`config.mk`:
```
export PLATFORM = sky130hd
export DESIGN_NAME = rsub_loop_unit
export DESIGN_NICKNAME = d
export VERILOG_FILES = /design/src/rtl/rsub_pkg.sv /design/src/rtl/rsub_adder.sv /design/src/rtl/rsub_datapath.sv /design/src/rtl/rsub_control.sv /design/src/rtl/rsub_loop_unit.sv
export SDC_FILE = /design/constraint.sdc
export NUM_CORES = 1
export LEC_CHECK = 0
export ABC_CLOCK_PERIOD_IN_PS = 8450
export BUFFER_PORTS_ARGS = -buffer_cell sky130_fd_sc_hd__buf_2
export CORE_UTILIZATION = 30
export CTS_BUF_LIST = sky130_fd_sc_hd__clkbuf_16
export CTS_CLUSTER_DIAMETER = 40
export DETAILED_ROUTE_END_ITERATION = 12
export SYNTH_ARGS = -nofsm -noshare
export SYNTH_HDL_FRONTEND = slang
export SYNTH_SLANG_ARGS = --single-unit
```
`constraint.sdc`:
```
create_clock -name clk -period 8.45 [get_ports clk]
set_clock_uncertainty 0.05 [all_clocks]
set_input_delay 0.845 -clock clk [delete_from_list [all_inputs] [get_ports clk]]
set_output_delay 0.845 -clock clk [all_outputs]
set_load 0.05 [all_outputs]
```
`src/rtl/rsub_pkg.sv`:
```
package rsub_pkg;

  typedef struct packed {
    logic load;   // capture operands, clear condition
    logic cmp;    // latch a > b into the condition register
    logic route;  // steer a by the condition: loop or final
  } rsub_strobe_t;

  typedef enum logic [1:0] {
    ST_IDLE = 2'd0,
    ST_CMP  = 2'd1,
    ST_STEP = 2'd2
  } rsub_state_t;

endpackage

```
`src/rtl/rsub_adder.sv`:
```
module rsub_adder #(
  parameter int W = 16
) (
  input  logic [W-1:0] opA,
  input  logic [W-1:0] opB,
  output logic [W-1:0] diff,
  output logic         gtFlag
);
  localparam int MSB = W - 1;

  logic [W:0] sumExt;
  logic       ovf;
  logic       neg;
  logic       isZero;

  // One adder: a + ~b with carry-in 1
  always_comb begin
    sumExt = {1'b0, opA} + {1'b0, ~opB} + {{W{1'b0}}, 1'b1};
    diff   = sumExt[W-1:0];
    ovf    = (opA[MSB] != opB[MSB]) && (diff[MSB] != opA[MSB]);
    neg    = diff[MSB] ^ ovf;
    isZero = (diff == '0);
    gtFlag = !neg && !isZero;
  end

endmodule

```
`src/rtl/rsub_datapath.sv`:
```
module rsub_datapath
  import rsub_pkg::*;
#(
  parameter int W = 16
) (
  input  logic         clk,
  input  logic         rst,
  input  rsub_strobe_t strobe,
  input  logic [W-1:0] aIn,
  input  logic [W-1:0] bIn,
  output logic         cond,
  output logic         doneQ,
  output logic [W-1:0] resQ
);
  logic [W-1:0] aQ;
  logic [W-1:0] bQ;
  logic         r1Q;
  logic [W-1:0] diff;
  logic         gtFlag;

  rsub_adder #(.W(W)) u_adder (
    .opA   (aQ),
    .opB   (bQ),
    .diff  (diff),
    .gtFlag(gtFlag)
  );

  // Operand and condition registers
  always_ff @(posedge clk) begin
    if (rst) begin
      aQ  <= '0;
      bQ  <= '0;
      r1Q <= 1'b0;
    end else begin
      if (strobe.load) begin
        aQ  <= aIn;
        bQ  <= bIn;
        r1Q <= 1'b0;
      end else begin
        if (strobe.cmp) r1Q <= gtFlag;
        if (strobe.route && r1Q) aQ <= diff;   // demux: loop branch
      end
    end
  end

  // Final register and done pulse: demux false branch
  always_ff @(posedge clk) begin
    if (rst) begin
      resQ  <= '0;
      doneQ <= 1'b0;
    end else begin
      doneQ <= strobe.route && !r1Q;
      if (strobe.route && !r1Q) resQ <= aQ;
    end
  end

  assign cond = r1Q;

  AST_A_SHRINKS: assert property (@(posedge clk) disable iff (rst)
    (strobe.route && r1Q) |=> ($signed(aQ) < $signed($past(aQ))));
  AST_FINAL_BOUND: assert property (@(posedge clk) disable iff (rst)
    doneQ |-> !($signed(resQ) > $signed(bQ)));
  AST_B_HELD: assert property (@(posedge clk) disable iff (rst)
    !strobe.load |=> (bQ == $past(bQ)));
  AST_DONE_PULSE: assert property (@(posedge clk) disable iff (rst)
    doneQ |=> !doneQ);
  AST_RES_HELD: assert property (@(posedge clk) disable iff (rst)
    !doneQ |-> (resQ == $past(resQ)));

endmodule

```
`src/rtl/rsub_control.sv`:
```
module rsub_control
  import rsub_pkg::*;
(
  input  logic         clk,
  input  logic         rst,
  input  logic         start,
  input  logic         cond,
  output rsub_strobe_t strobe
);
  rsub_state_t state;
  rsub_state_t stateNext;

  always_comb begin
    stateNext    = state;
    strobe       = '0;
    unique case (state)
      ST_IDLE: begin
        if (start) begin
          strobe.load = 1'b1;
          stateNext   = ST_CMP;
        end
      end
      ST_CMP: begin
        strobe.cmp = 1'b1;
        stateNext  = ST_STEP;
      end
      ST_STEP: begin
        strobe.route = 1'b1;
        stateNext    = cond ? ST_CMP : ST_IDLE;
      end
      default: stateNext = ST_IDLE;
    endcase
  end

  always_ff @(posedge clk) begin
    if (rst) state <= ST_IDLE;
    else     state <= stateNext;
  end

  AST_ONE_STROBE: assert property (@(posedge clk) disable iff (rst)
    $onehot0({strobe.load, strobe.cmp, strobe.route}));
  AST_CMP_THEN_ROUTE: assert property (@(posedge clk) disable iff (rst)
    strobe.cmp |=> strobe.route);
  AST_LOAD_THEN_CMP: assert property (@(posedge clk) disable iff (rst)
    strobe.load |=> strobe.cmp);
  AST_BUSY_NO_LOAD: assert property (@(posedge clk) disable iff (rst)
    (state != ST_IDLE) |-> !strobe.load);

endmodule

```
`src/rtl/rsub_loop_unit.sv`:
```
module rsub_loop_unit
  import rsub_pkg::*;
#(
  parameter int W = 16
) (
  input  logic         clk,
  input  logic         rst,
  input  logic         start,
  input  logic [W-1:0] aIn,
  input  logic [W-1:0] bIn,
  output logic         done,
  output logic [W-1:0] result
);
  rsub_strobe_t strobe;
  logic         cond;

  rsub_control u_ctrl (
    .clk   (clk),
    .rst   (rst),
    .start (start),
    .cond  (cond),
    .strobe(strobe)
  );

  rsub_datapath #(.W(W)) u_dp (
    .clk   (clk),
    .rst   (rst),
    .strobe(strobe),
    .aIn   (aIn),
    .bIn   (bIn),
    .cond  (cond),
    .doneQ (done),
    .resQ  (result)
  );

  AST_RESET_QUIET: assert property (@(posedge clk)
    rst |=> (!done && result == '0));

endmodule

```
==> results of run 1 <==
==> layer usage <==
layer,vias up,share of wire
met5,-,0
met4,0,0.023
met3,10,0.051
met2,72,0.45
met1,1251,0.48
li1,1399,-
==> state kept, by name (all words and copies together) (netlist names) <==
signal,count
u_ctrl.state,2
u_dp.cond,1
u_dp.aQ,16
u_dp.resQ,16
u_dp.bQ,16
u_dp.doneQ,1
==> where the power goes <==
part           leakage [nW]  total (W)  switching, W  internal [W]
logic                 0.858   0.000174      0.000104     0.0000705
registers             0.425   0.000266    0.00000895      0.000257
clock network        0.0635   0.000202     0.0000927      0.000109
==> kinds of logic (layout without fill, tap and decap cells) <==
family,Yosys count,count (layout)
flops,52,52
buf+inv,45,85
simple gates,155,155
xor+xnor,6,6
mux,1,1
compound gates,101,101
fa+ha+maj,17,17
==> cells in the mapped netlist (2+ instances only) <==
cell / instances
a2111o_1: 3
a211oi_1: 4
a21oi_1: 48
a221oi_1: 3
a22oi_1: 5
a311oi_1: 5
and3_1: 4
and3b_1: 2
buf_2: 3
clkbuf_1: 17
dfxtp_1: 52
fa_1: 2
ha_1: 15
inv_1: 24
nand2_1: 91
nand2b_1: 3
nand3_1: 8
nand3b_1: 2
nor2_1: 18
nor2b_1: 6
nor3_1: 5
nor3b_1: 4
o2111ai_1: 4
o21a_1: 4
o21ai_0: 2
o21ai_1: 3
o311a_1: 2
o311ai_0: 2
o311ai_1: 2
o31a_1: 2
or2_2: 3
xnor2_1: 4
xor2_1: 2
==> worst max-delay path by stage <==
stage,depth (start not counted),to,start
6_report,14,u_dp.cond,u_dp.aQ[2]
3_5_place_dp,15,u_dp.cond,u_dp.bQ[3]
4_1_cts,15,u_dp.cond,u_dp.bQ[3]
5_1_grt,14,u_dp.cond,u_dp.aQ[2]
3_3_place_gp,15,u_dp.cond,u_dp.bQ[3]
2_1_floorplan,16,u_dp.cond,u_dp.bQ[5]
==> layout make-up <==
class	count	area [um2]
Clock buffer	5	125.1
Clock inverter	3	18.77
Fill cell	1023	5893
Inverter	24	90.09
Multi-Input combinational cell	280	1684
Sequential cell	52	1041
Tap cell	129	161.4
Timing Repair Buffer	53	270.3
==> tightest hold or removal path, cell delays in order (launching register included) <==
cell     delay (ns)
dfxtp_1        0.31
nand2_1        0.05
a21oi_1        0.05
==> through the flow <==
step	instance area [um2]	cells	setup slack (ns)	hold WS, ns
final	3391	546	4.498	0.4009
after global routing	3391	546	4.202	0.4284
after CTS	3391	546	4.518	0.4048
after detailed placement	3247	538	4.538	0.3954
after global placement	3247	538	4.721	0.3917
after floorplan	2898	377	4.874	0.3863
==> metrics, run 1 <==
via/cell ratio=5.004; CTS HTree Levels=2; post-route total power=0.0006417 W; Synth Instances=377; Reg2Reg Setup Slack=4.50 ns; normalized max-slew margin=0.3564; GR peak layer=met2; most common cell after layout, fill and taps aside=nand2_1; routed len/inst=14.10 um; area grow syn2layout=17.01%; post-synthesis adder-cell area fraction=0.07858; input/output buffers=51; Inserted Clock Buffers=5; Critical R2R Launch=u_dp.aQ[2]; area leader, netlist=dfxtp_1; drt pass-1 iters=5; worst-path cell chain=ha_1, o21ai_1, a21oi_1, a41oi_1, a21oi_1, o221ai_1, nand2_1, a21oi_1, fa_1, nand3_1, or4b_1, a2111o_1, nor4_2, a21oi_1; # diodes=0; ANT nets after route=0; Global Route Usage Sum=0.1636; Post-CTS Setup Inserts=0; Setup crit start kind=flop; final count of hold timing violations=0; achievable frequency=253.0 MHz; Final #Nets=468; CP arrival=4.07 ns; crit-path most repeated cell=a21oi_1; largest family of logic cells by synthesized area=simple AND/OR/NAND/NOR gates; grt ovf=0; fraction of layout cells with a size suffix above 1=0.1679; Worst Setup End Kind=flop; #FFs+latches synth=52; cts repair resizes=0; max incr delay on CP=0.53 ns; largest net degree at the start of global routing=53; vias in the first global route=2693; VDD IR-drop max=0.00008910 V; initial DRC count=106; Syn Nets=429; Syn Area/Cell=7.686 um2; top_reg_cell synth=dfxtp_1; maxcap violations=0; number of buffers and inverters on the critical path=0; CP max stage cell=or4b_1; Crit path max-delay family=compound AO/OA/AOI/OAI gates; # setup viols final=0; main area contributors after synthesis=dfxtp_1 (36%), nand2_1 (12%), a21oi_1 (8.3%); post-DP HPWL=5683 um; Reg clk slew, reported paths=0.07 ns; top-area cell type share of the netlist area=0.3592; initial antenna violation count=0; Leak=1.346 nW; Clk Latency, worst-skew pair=0.29 ns; number of synthesized flops with an enable pin=0; Tcrit/Tclk final=0.4677; end of the worst register-to-register path=u_dp.cond; Die W=100.3 um; M3 GR Usage=0.03203; most frequent cells in the layout=nand2_1 (91), dfxtp_1 (52), buf_2 (51), a21oi_1 (48), inv_1 (24); Synth Area in Simple Gates=0.2483; outcome=completed; worst-margin pin slew=0.9654 ns; hold_sp=u_dp.resQ[1]; total number of vias=2732; Req. time, crit path=8.57 ns; Hold Path End=u_dp.resQ[1]; post-route setup TNS=0 ns; I/O pin cnt=52; DRC viols=0; RSZ-0062 raised after global routing=no; Sink Count=52; Starting Density=0.3121; cells on worst reg2reg path=14; CTS tree=built; Die Footprint=10060 um2; Core ar.=9284 um2; minimum clock period=3.952 ns; routing usage on met1=0.2055; M2 GR Usage=0.2734; Finished Core Util=0.3652; crit path kind=flop to flop; Synth cell types=56; fin. max-slew vios=0; mux contribution to synthesized area=0.003454; global-route wire length before repair=12940 um; PwrDens=189.2 nW/um2; CTS Root Cell=clkbuf_16; Total Wirelength=7699 um; hold buffers post-CTS=0; Synth Area in Compound Gates=0.2327; post-synthesis instance area=2898 um2; row count=35; Post-synth ARST share=0; Die H=100.3 um; clk buf depth=2; sequential area share after synthesis=0.3592; Post-Synth XOR/XNOR Area=0.01813; crit path max fanout=7; Hold Path Depth=2; RePlAce Congestion=0.8839; Warnings, synthesis=0; Hold WC Path Type=flop to flop
No activity file was read; power rests on OpenSTA's default activity.
==> run 2, diff against run 1 <==
--- a/config.mk
+++ b/config.mk
@@ -5,7 +5,8 @@
 export SDC_FILE = /design/constraint.sdc
 export NUM_CORES = 1
 export LEC_CHECK = 0
-export ABC_CLOCK_PERIOD_IN_PS = 8450
+export ABC_AREA = 1
+export ABC_CLOCK_PERIOD_IN_PS = 4110
 export BUFFER_PORTS_ARGS = -buffer_cell sky130_fd_sc_hd__buf_2
 export CORE_UTILIZATION = 30
 export CTS_BUF_LIST = sky130_fd_sc_hd__clkbuf_16
==> constraint.sdc (replaced) <==
create_clock -name clk -period 4.11 [get_ports clk]
set_clock_uncertainty 0.05 [all_clocks]
set_input_delay 0.411 -clock clk [delete_from_list [all_inputs] [get_ports clk]]
set_output_delay 0.411 -clock clk [all_outputs]
set_load 0.05 [all_outputs]
==> run 2 against run 1 <==
Routed wire length down 2.7%. Highest routed layer unchanged. Largest power group unchanged. Area after synthesis up 0.99%. Maximum frequency up 40%. Register-to-register slack worse by 3.2 ns. Hold slack worse by 0.093 ns. First-iteration DRC count down 12%. Die area up 0.98%. Global-route usage down 0.67 points. Non-clock buffer count down 1. Power up 120%.
==> metrics, run 2 <==
DRC viols=0 (unchanged); Syn Area/Cell=6.790 um2 (-12%); post-DP HPWL=5724 um (+0.71%); number of synthesized flops with an enable pin=0 (unchanged); Hold WS=0.3081 ns (-0.09279 ns); Final #Nets=527 (+13%); fin. max-slew vios=0 (unchanged); outcome=completed; CP arrival=2.96 ns (-1.11 ns); area grow syn2layout=17.27%; Sink Count=52 (unchanged); CP max stage cell=fa_1; P_int=0.0009185 W (+110%); CTS tree=built; top-area cell type share of the netlist area=0.3557 (-0.003533); #FFs+latches synth=52 (unchanged); final count of hold timing violations=0 (unchanged); Clk Latency, worst-skew pair=0.29 ns (about the same); input/output buffers=51 (unchanged); crit-path most repeated cell=nand2_1; Synth Instances=431 (+14%); Synth cell types=30 (-46%); initial DRC count=93 (-12%); maxcap violations=0 (unchanged); fraction of layout cells with a size suffix above 1=0.1723 (+0.004403); max incr delay on CP=0.51 ns (-0.02 ns); worst-path cell chain=inv_1, ha_1, nand2_1, nand2_1, nand3_2, nand2_2, nand2_1, nand2_1, nand2_2, nand2_1, a21oi_1, fa_1, nand3_1, nor2_1, nand3_1, nor2_1, nand3_1, nor2_1, nand2_1, nand2_1, a21oi_2; total number of vias=2752 (+0.73%); PwrDens=417.1 nW/um2 (+120%); NetSw=0.0005129 W (+150%); Tcrit/Tclk final=0.6875 (+0.2198); normalized max-slew margin=0.2565 (-0.09991); CTS Root Cell=clkbuf_16; biggest regs=u_dp.aQ: 16 flops, u_dp.bQ: 16 flops, u_dp.resQ: 16 flops; area leader, netlist=dfxtp_1; Flop pwr share=0.390 (-0.024); Core ar.=9328 um2 (+0.47%); Synth top cells by count=nand2_1 (108), inv_1 (70), dfxtp_1 (52); VDD IR-drop max=0.0001758 V (+97%); Req. time, crit path=4.25 ns (-4.32 ns); Die W=100.8 um (+0.49%); post-route setup TNS=0 ns (unchanged); grt ovf=0 (unchanged); Die Footprint=10150 um2 (+0.98%); initial antenna violation count=0 (unchanged); Finished Core Util=0.3679 (+0.002712); Starting Density=0.3137 (+0.001620); row count=35 (unchanged); worst-margin pin slew=1.112 ns (+0.1467 ns); Post-synth ARST share=0 (unchanged); minimum clock period=2.826 ns (-1.127 ns); Setup crit start kind=flop; Die H=100.8 um (+0.49%); cts repair resizes=0 (unchanged); via/cell ratio=4.549 (-9.1%); RePlAce Congestion=0.8706 (-1.5%); main area contributors after synthesis=dfxtp_1 (36%), nand2_1 (14%), inv_1 (9.0%); drt pass-1 iters=4 (-1); Global Route Usage Sum=0.1569 (-0.006679); fillers=1025 (+0.20%); crit path max fanout=4 (-3); I/O pin cnt=52 (unchanged); most common cell after layout, fill and taps aside=nand2_1; post-route total power=0.001431 W (+120%); # diodes=0 (unchanged); ANT nets after route=0 (unchanged); largest net degree at the start of global routing=42 (-21%); vias in the first global route=2700 (+0.26%); Leak=1.634 nW (+21%); clock power share=0.292 (-0.022); clk buf depth=2 (unchanged); crit path kind=flop to flop; Syn Nets=483 (+13%); RSZ-0062 raised after global routing=no; worst slack at placement=1.304 ns (-3.234 ns); fin worst setup slack=1.284 ns (-3.213 ns); Sw Ratio=0.3583 (+0.03790); combinational share of power=0.318 (+0.046); CTS HTree Levels=2 (unchanged); sequential area share after synthesis=0.3557 (-0.003533); most frequent cells in the layout=nand2_1 (108), inv_1 (70), dfxtp_1 (52), buf_2 (51), a21oi_1 (41); most frequent cell after synthesis=nand2_1; global-route wire length before repair=12390 um (-4.3%); Reg clk slew, reported paths=0.07 ns (about the same); Post-CTS Setup Inserts=0 (unchanged); hold buffers post-CTS=0 (unchanged); post-synthesis instance area=2927 um2 (+0.99%); routed len/inst=12.38 um (-12%); top_reg_cell synth=dfxtp_1; Hold WC Path Type=input pin to flop; Worst Setup End Kind=flop; # setup viols final=0 (unchanged); achievable frequency=353.9 MHz (+40%); Total Wirelength=7492 um (-2.7%); Inserted Clock Buffers=5 (unchanged); Warnings, synthesis=0 (unchanged)
==> run 2: layout make-up <==
type	instances	area [um2]	area share
inverters	73	274.0	0.07984
multi-input cells	291	1549	0.4513
repair buffers	52	262.8	0.07656
clock inverters	3	18.77	0.005468
well taps	129	161.4	0.04703
flip-flops and latches	52	1041	0.3033
clock buffers	5	125.1	0.03646
==> run 2: power groups by stage <==
stage	Combinational (W)	Clock, W	Sequential (W)
global route	0.000522	0.000449	0.000561
CTS	0.000458	0.000430	0.000558
global placement	0.000453	0	0.000569
floorplan	0.000326	0	0.000591
finish	0.000456	0.000418	0.000558
detailed placement	0.000456	0	0.000570
==> run 2: path summary, 6_finish.rpt <==
path                                   start            to  slack [ns]  cells past startpoint
worst max-delay path              u_dp.bQ[1]     u_dp.cond        1.28                     21
worst min-delay path                  aIn[0]    u_dp.aQ[0]        0.31                      3
worst max register to register    u_dp.bQ[1]     u_dp.cond        1.28                     21
worst min register to register  u_dp.resQ[2]  u_dp.resQ[2]        0.39                      2
==> run 2: cells by family after synthesis <==
group / synth area share
simple gates: 0.2664
compound gates: 0.1791
buf+inv: 0.1150
flops: 0.3557
fa+ha+maj: 0.07781
xor+xnor: 0.005987
==> run 2: layer usage <==
metal  vias up  global-route usage  part of all wire
li1       1465                   -                 -
met4         0             0.05351             0.013
met5         -                   0                 0
met3         8             0.02635             0.038
met1      1233              0.1899              0.48
met2        46              0.2803              0.47
==> run 2: worst max-delay path: cells and delay by family, from the launching register on <==
kind	cells	cell delay [ns]
buf+inv	1	0.07
flops	1	0.36
simple gates	16	1.34
compound gates	2	0.13
fa+ha+maj	2	0.78
==> run 2: through the flow <==
| stage | instance area (um2) | std cells |
|---|---|---|
| 2_1_floorplan | 2927 | 431 |
| 3_3_place_gp | 3288 | 597 |
| 3_5_place_dp | 3288 | 597 |
| 4_1_cts | 3432 | 605 |
| 5_1_grt | 3432 | 605 |
| 6_report | 3432 | 605 |
==> run 3, diff against run 2 <==
--- a/config.mk
+++ b/config.mk
@@ -5,8 +5,8 @@
 export SDC_FILE = /design/constraint.sdc
 export NUM_CORES = 1
 export LEC_CHECK = 0
-export ABC_AREA = 1
-export ABC_CLOCK_PERIOD_IN_PS = 4110
+export ABC_AREA = 0
+export ABC_CLOCK_PERIOD_IN_PS = 2440
 export BUFFER_PORTS_ARGS = -buffer_cell sky130_fd_sc_hd__buf_2
 export CORE_UTILIZATION = 30
 export CTS_BUF_LIST = sky130_fd_sc_hd__clkbuf_16
==> constraint.sdc (replaced) <==
create_clock -name clk -period 2.44 [get_ports clk]
set_clock_uncertainty 0.05 [all_clocks]
set_input_delay 0.244 -clock clk [delete_from_list [all_inputs] [get_ports clk]]
set_output_delay 0.244 -clock clk [all_outputs]
set_load 0.05 [all_outputs]
==> run 3 against run 2 <==
Non-clock buffer count is 59 higher. Maximum frequency down 15%. Clock power up 100%. Design area increased by 19%. Critical path type unchanged. The flow now finishes with violations (setup timing).
==> metrics, run 3 (same netlist as run 1, synthesis figures left out) <==
most common cell after layout, fill and taps aside=nand2_1; CP arrival=3.46 ns (+0.50 ns); Die H=100.3 um (-0.49%); Clk Latency, worst-skew pair=0.30 ns (about the same); post-route total power=0.002632 W (+84%); cells on worst reg2reg path=15 (-29%); failing checks=setup timing; Core ar.=9284 um2 (-0.47%); hold_sp=bIn[8]; maxcap violations=0 (unchanged); fraction of layout cells with a size suffix above 1=0.3537 (+0.1814); worst-path cell chain=inv_2, ha_4, and3_4, a21boi_2, a41oi_2, a21oi_2, o221ai_2, nand2_1, a21oi_2, fa_1, nand3_1, or4b_1, a2111o_1, nor4_2, a21oi_1; final count of hold timing violations=0 (unchanged); Crit path max-delay family=compound AO/OA/AOI/OAI gates; max incr delay on CP=0.50 ns (about the same); Hold Path Depth=3 (unchanged); worst-margin pin slew=0.6870 ns (-0.4252 ns); input/output buffers=51 (unchanged); # setup viols final=2 (+2); outcome=finished, violations left; VDD IR-drop max=0.0003411 V (+94%); initial antenna violation count=0 (unchanged); Req. time, crit path=2.58 ns (-1.67 ns); RSZ-0062 raised after global routing=yes; DRC viols=0 (unchanged); fin worst setup slack=-0.8824 ns (-2.167 ns); post-DP HPWL=6435 um (+12%); global-route wire length before repair=14320 um (+16%); worst slack at placement=-1.038 ns (-2.342 ns); CP max stage cell=fa_1; Total Wirelength=8737 um (+17%); crit path kind=flop to flop; Reg2Reg Setup Slack=-0.88 ns (-2.17 ns); CTS tree=built; Critical R2R Launch=u_dp.bQ[8]; routed len/inst=14.47 um (+17%); fin. max-slew vios=0 (unchanged); via/cell ratio=4.930 (+8.4%); most frequent cells in the layout=nand2_1 (91), buf_4 (58), buf_2 (51), a21oi_1 (44), dfxtp_1 (43); row count=35 (unchanged); number of buffers and inverters on the critical path=1 (unchanged); # diodes=0 (unchanged); CTS HTree Levels=2 (unchanged); Inserted Clock Buffers=5 (unchanged); CP Depth=15 (-29%); RePlAce Congestion=0.8486 (-2.5%); crit path max fanout=3 (-1); initial DRC count=116 (+25%); post-route setup TNS=-0.9822 ns (-0.9822 ns); minimum clock period=3.322 ns (+0.4966 ns); clk buf depth=2 (unchanged); end of the worst register-to-register path=u_dp.cond; Hold Path End=u_dp.bQ[8]; Die W=100.3 um (-0.49%); Global Route Usage Sum=0.1820 (+0.02508); I/O pin cnt=52 (unchanged); crit-path most repeated cell=a21oi_2; Finished Core Util=0.4410 (+0.07303); grt ovf=0 (unchanged); Final #Nets=526 (-0.19%); Die Footprint=10060 um2 (-0.97%); area grow syn2layout=41.28%; Worst Setup End Kind=flop; Reg clk slew, reported paths=0.07 ns (about the same); Setup crit start kind=flop; normalized max-slew margin=0.5403 (+0.2838); drt pass-1 iters=4 (unchanged); PwrDens=642.9 nW/um2 (+54%); vias in the first global route=3038 (+13%); biggest regs=u_dp.aQ: 16 flops, u_dp.bQ: 16 flops, u_dp.resQ: 16 flops; Starting Density=0.3121 (-0.001620); achievable frequency=301.0 MHz (-15%); CTS Root Cell=clkbuf_16; total number of vias=2978 (+8.2%); Sink Count=52 (unchanged); largest net degree at the start of global routing=52 (+24%); ANT nets after route=0 (unchanged); Hold WC Path Type=input pin to flop; Tcrit/Tclk final=1.362 (+0.6741); Leak=1.692 nW (+3.5%)
-- run 3: changes by cell type in the layout (fill, tap and decap cells not counted), moves of 11 or more --
| cell | before | now |
|---|---|---|
| nor2_1 | 28 | 17 |
| buf_4 | 1 | 58 |
| inv_1 | 70 | 20 |
| o21ai_0 | 36 | 2 |
| nand2_1 | 108 | 91 |
| nand3_1 | 18 | 7 |
-- run 3: cell type report --
class                   count  area (um2)
repair buffers            111       713.2
flip-flops and latches     52        1052
inverters                  24       90.09
multi-input cells         280        1906
clock inverters             3       46.29
clock buffers               5       125.1
fillers                  1001        5190
well taps                 129       161.4
-- run 3: where the power goes --
| group | leakage [nW] | internal, W | total (W) | switching [W] |
|---|---|---|---|---|
| clock network | 0.0804 | 0.000488 | 0.000834 | 0.000346 |
| logic | 1.18 | 0.000433 | 0.000878 | 0.000446 |
| registers | 0.428 | 0.000890 | 0.000920 | 0.0000292 |
| total | 1.69 | 0.00181 | 0.00263 | 0.000820 |
-- run 3: timing repair --
| item | in CTS | in global routing |
|---|---|---|
| hold buffers | 0 | 0 |
| pin swaps | 5 | 10 |
| endpoints found under the setup margin | 3 | 5 |
| hold endpoints to repair | 0 | 0 |
| setup buffers | 3 | 0 |
| gates resized for setup | 9 | 17 |
-- run 3: stage by stage --
step | hold slack [ns] | instances | cell area (um2)
3_3_place_gp | 0.3902 | 593 | 3767
4_1_cts | 0.1259 | 604 | 4010
5_1_grt | 0.1241 | 604 | 4094
3_5_place_dp | 0.3930 | 593 | 3767
2_1_floorplan | 0.3224 | 377 | 3022
6_report | 0.1202 | 604 | 4094
-- run 3: worst max-delay path by stage --
stage | from | endpoint | slack (ns)
6_report | u_dp.bQ[8] | u_dp.cond | -0.88
3_3_place_gp | u_dp.bQ[7] | u_dp.cond | -0.92
5_1_grt | u_dp.aQ[0] | u_dp.cond | -1.06
2_1_floorplan | u_dp.bQ[8] | u_dp.cond | -0.83
3_5_place_dp | u_dp.bQ[6] | u_dp.cond | -1.04
4_1_cts | u_dp.bQ[6] | u_dp.cond | -0.91
-- run 3: worst register-to-register path, cell delays in order, from the launching register on --
cell and delay, ns:
dfxtp_2 0.33, inv_2 0.04, ha_4 0.27, and3_4 0.20, a21boi_2 0.17, a41oi_2 0.06
a21oi_2 0.22, o221ai_2 0.14, nand2_1 0.10, a21oi_2 0.06, fa_1 0.50, nand3_1 0.06
or4b_1 0.47, a2111o_1 0.31, nor4_2 0.14, a21oi_1 0.09
-- run 3: layer usage --
metal  routed length (um)  up-vias  track usage
met2                 4148       77       0.3188
met4                  201        0      0.05797
met5                    0        -            0
met3                  440       14      0.03691
met1                 3946     1382       0.2228
li1                     -     1505            -
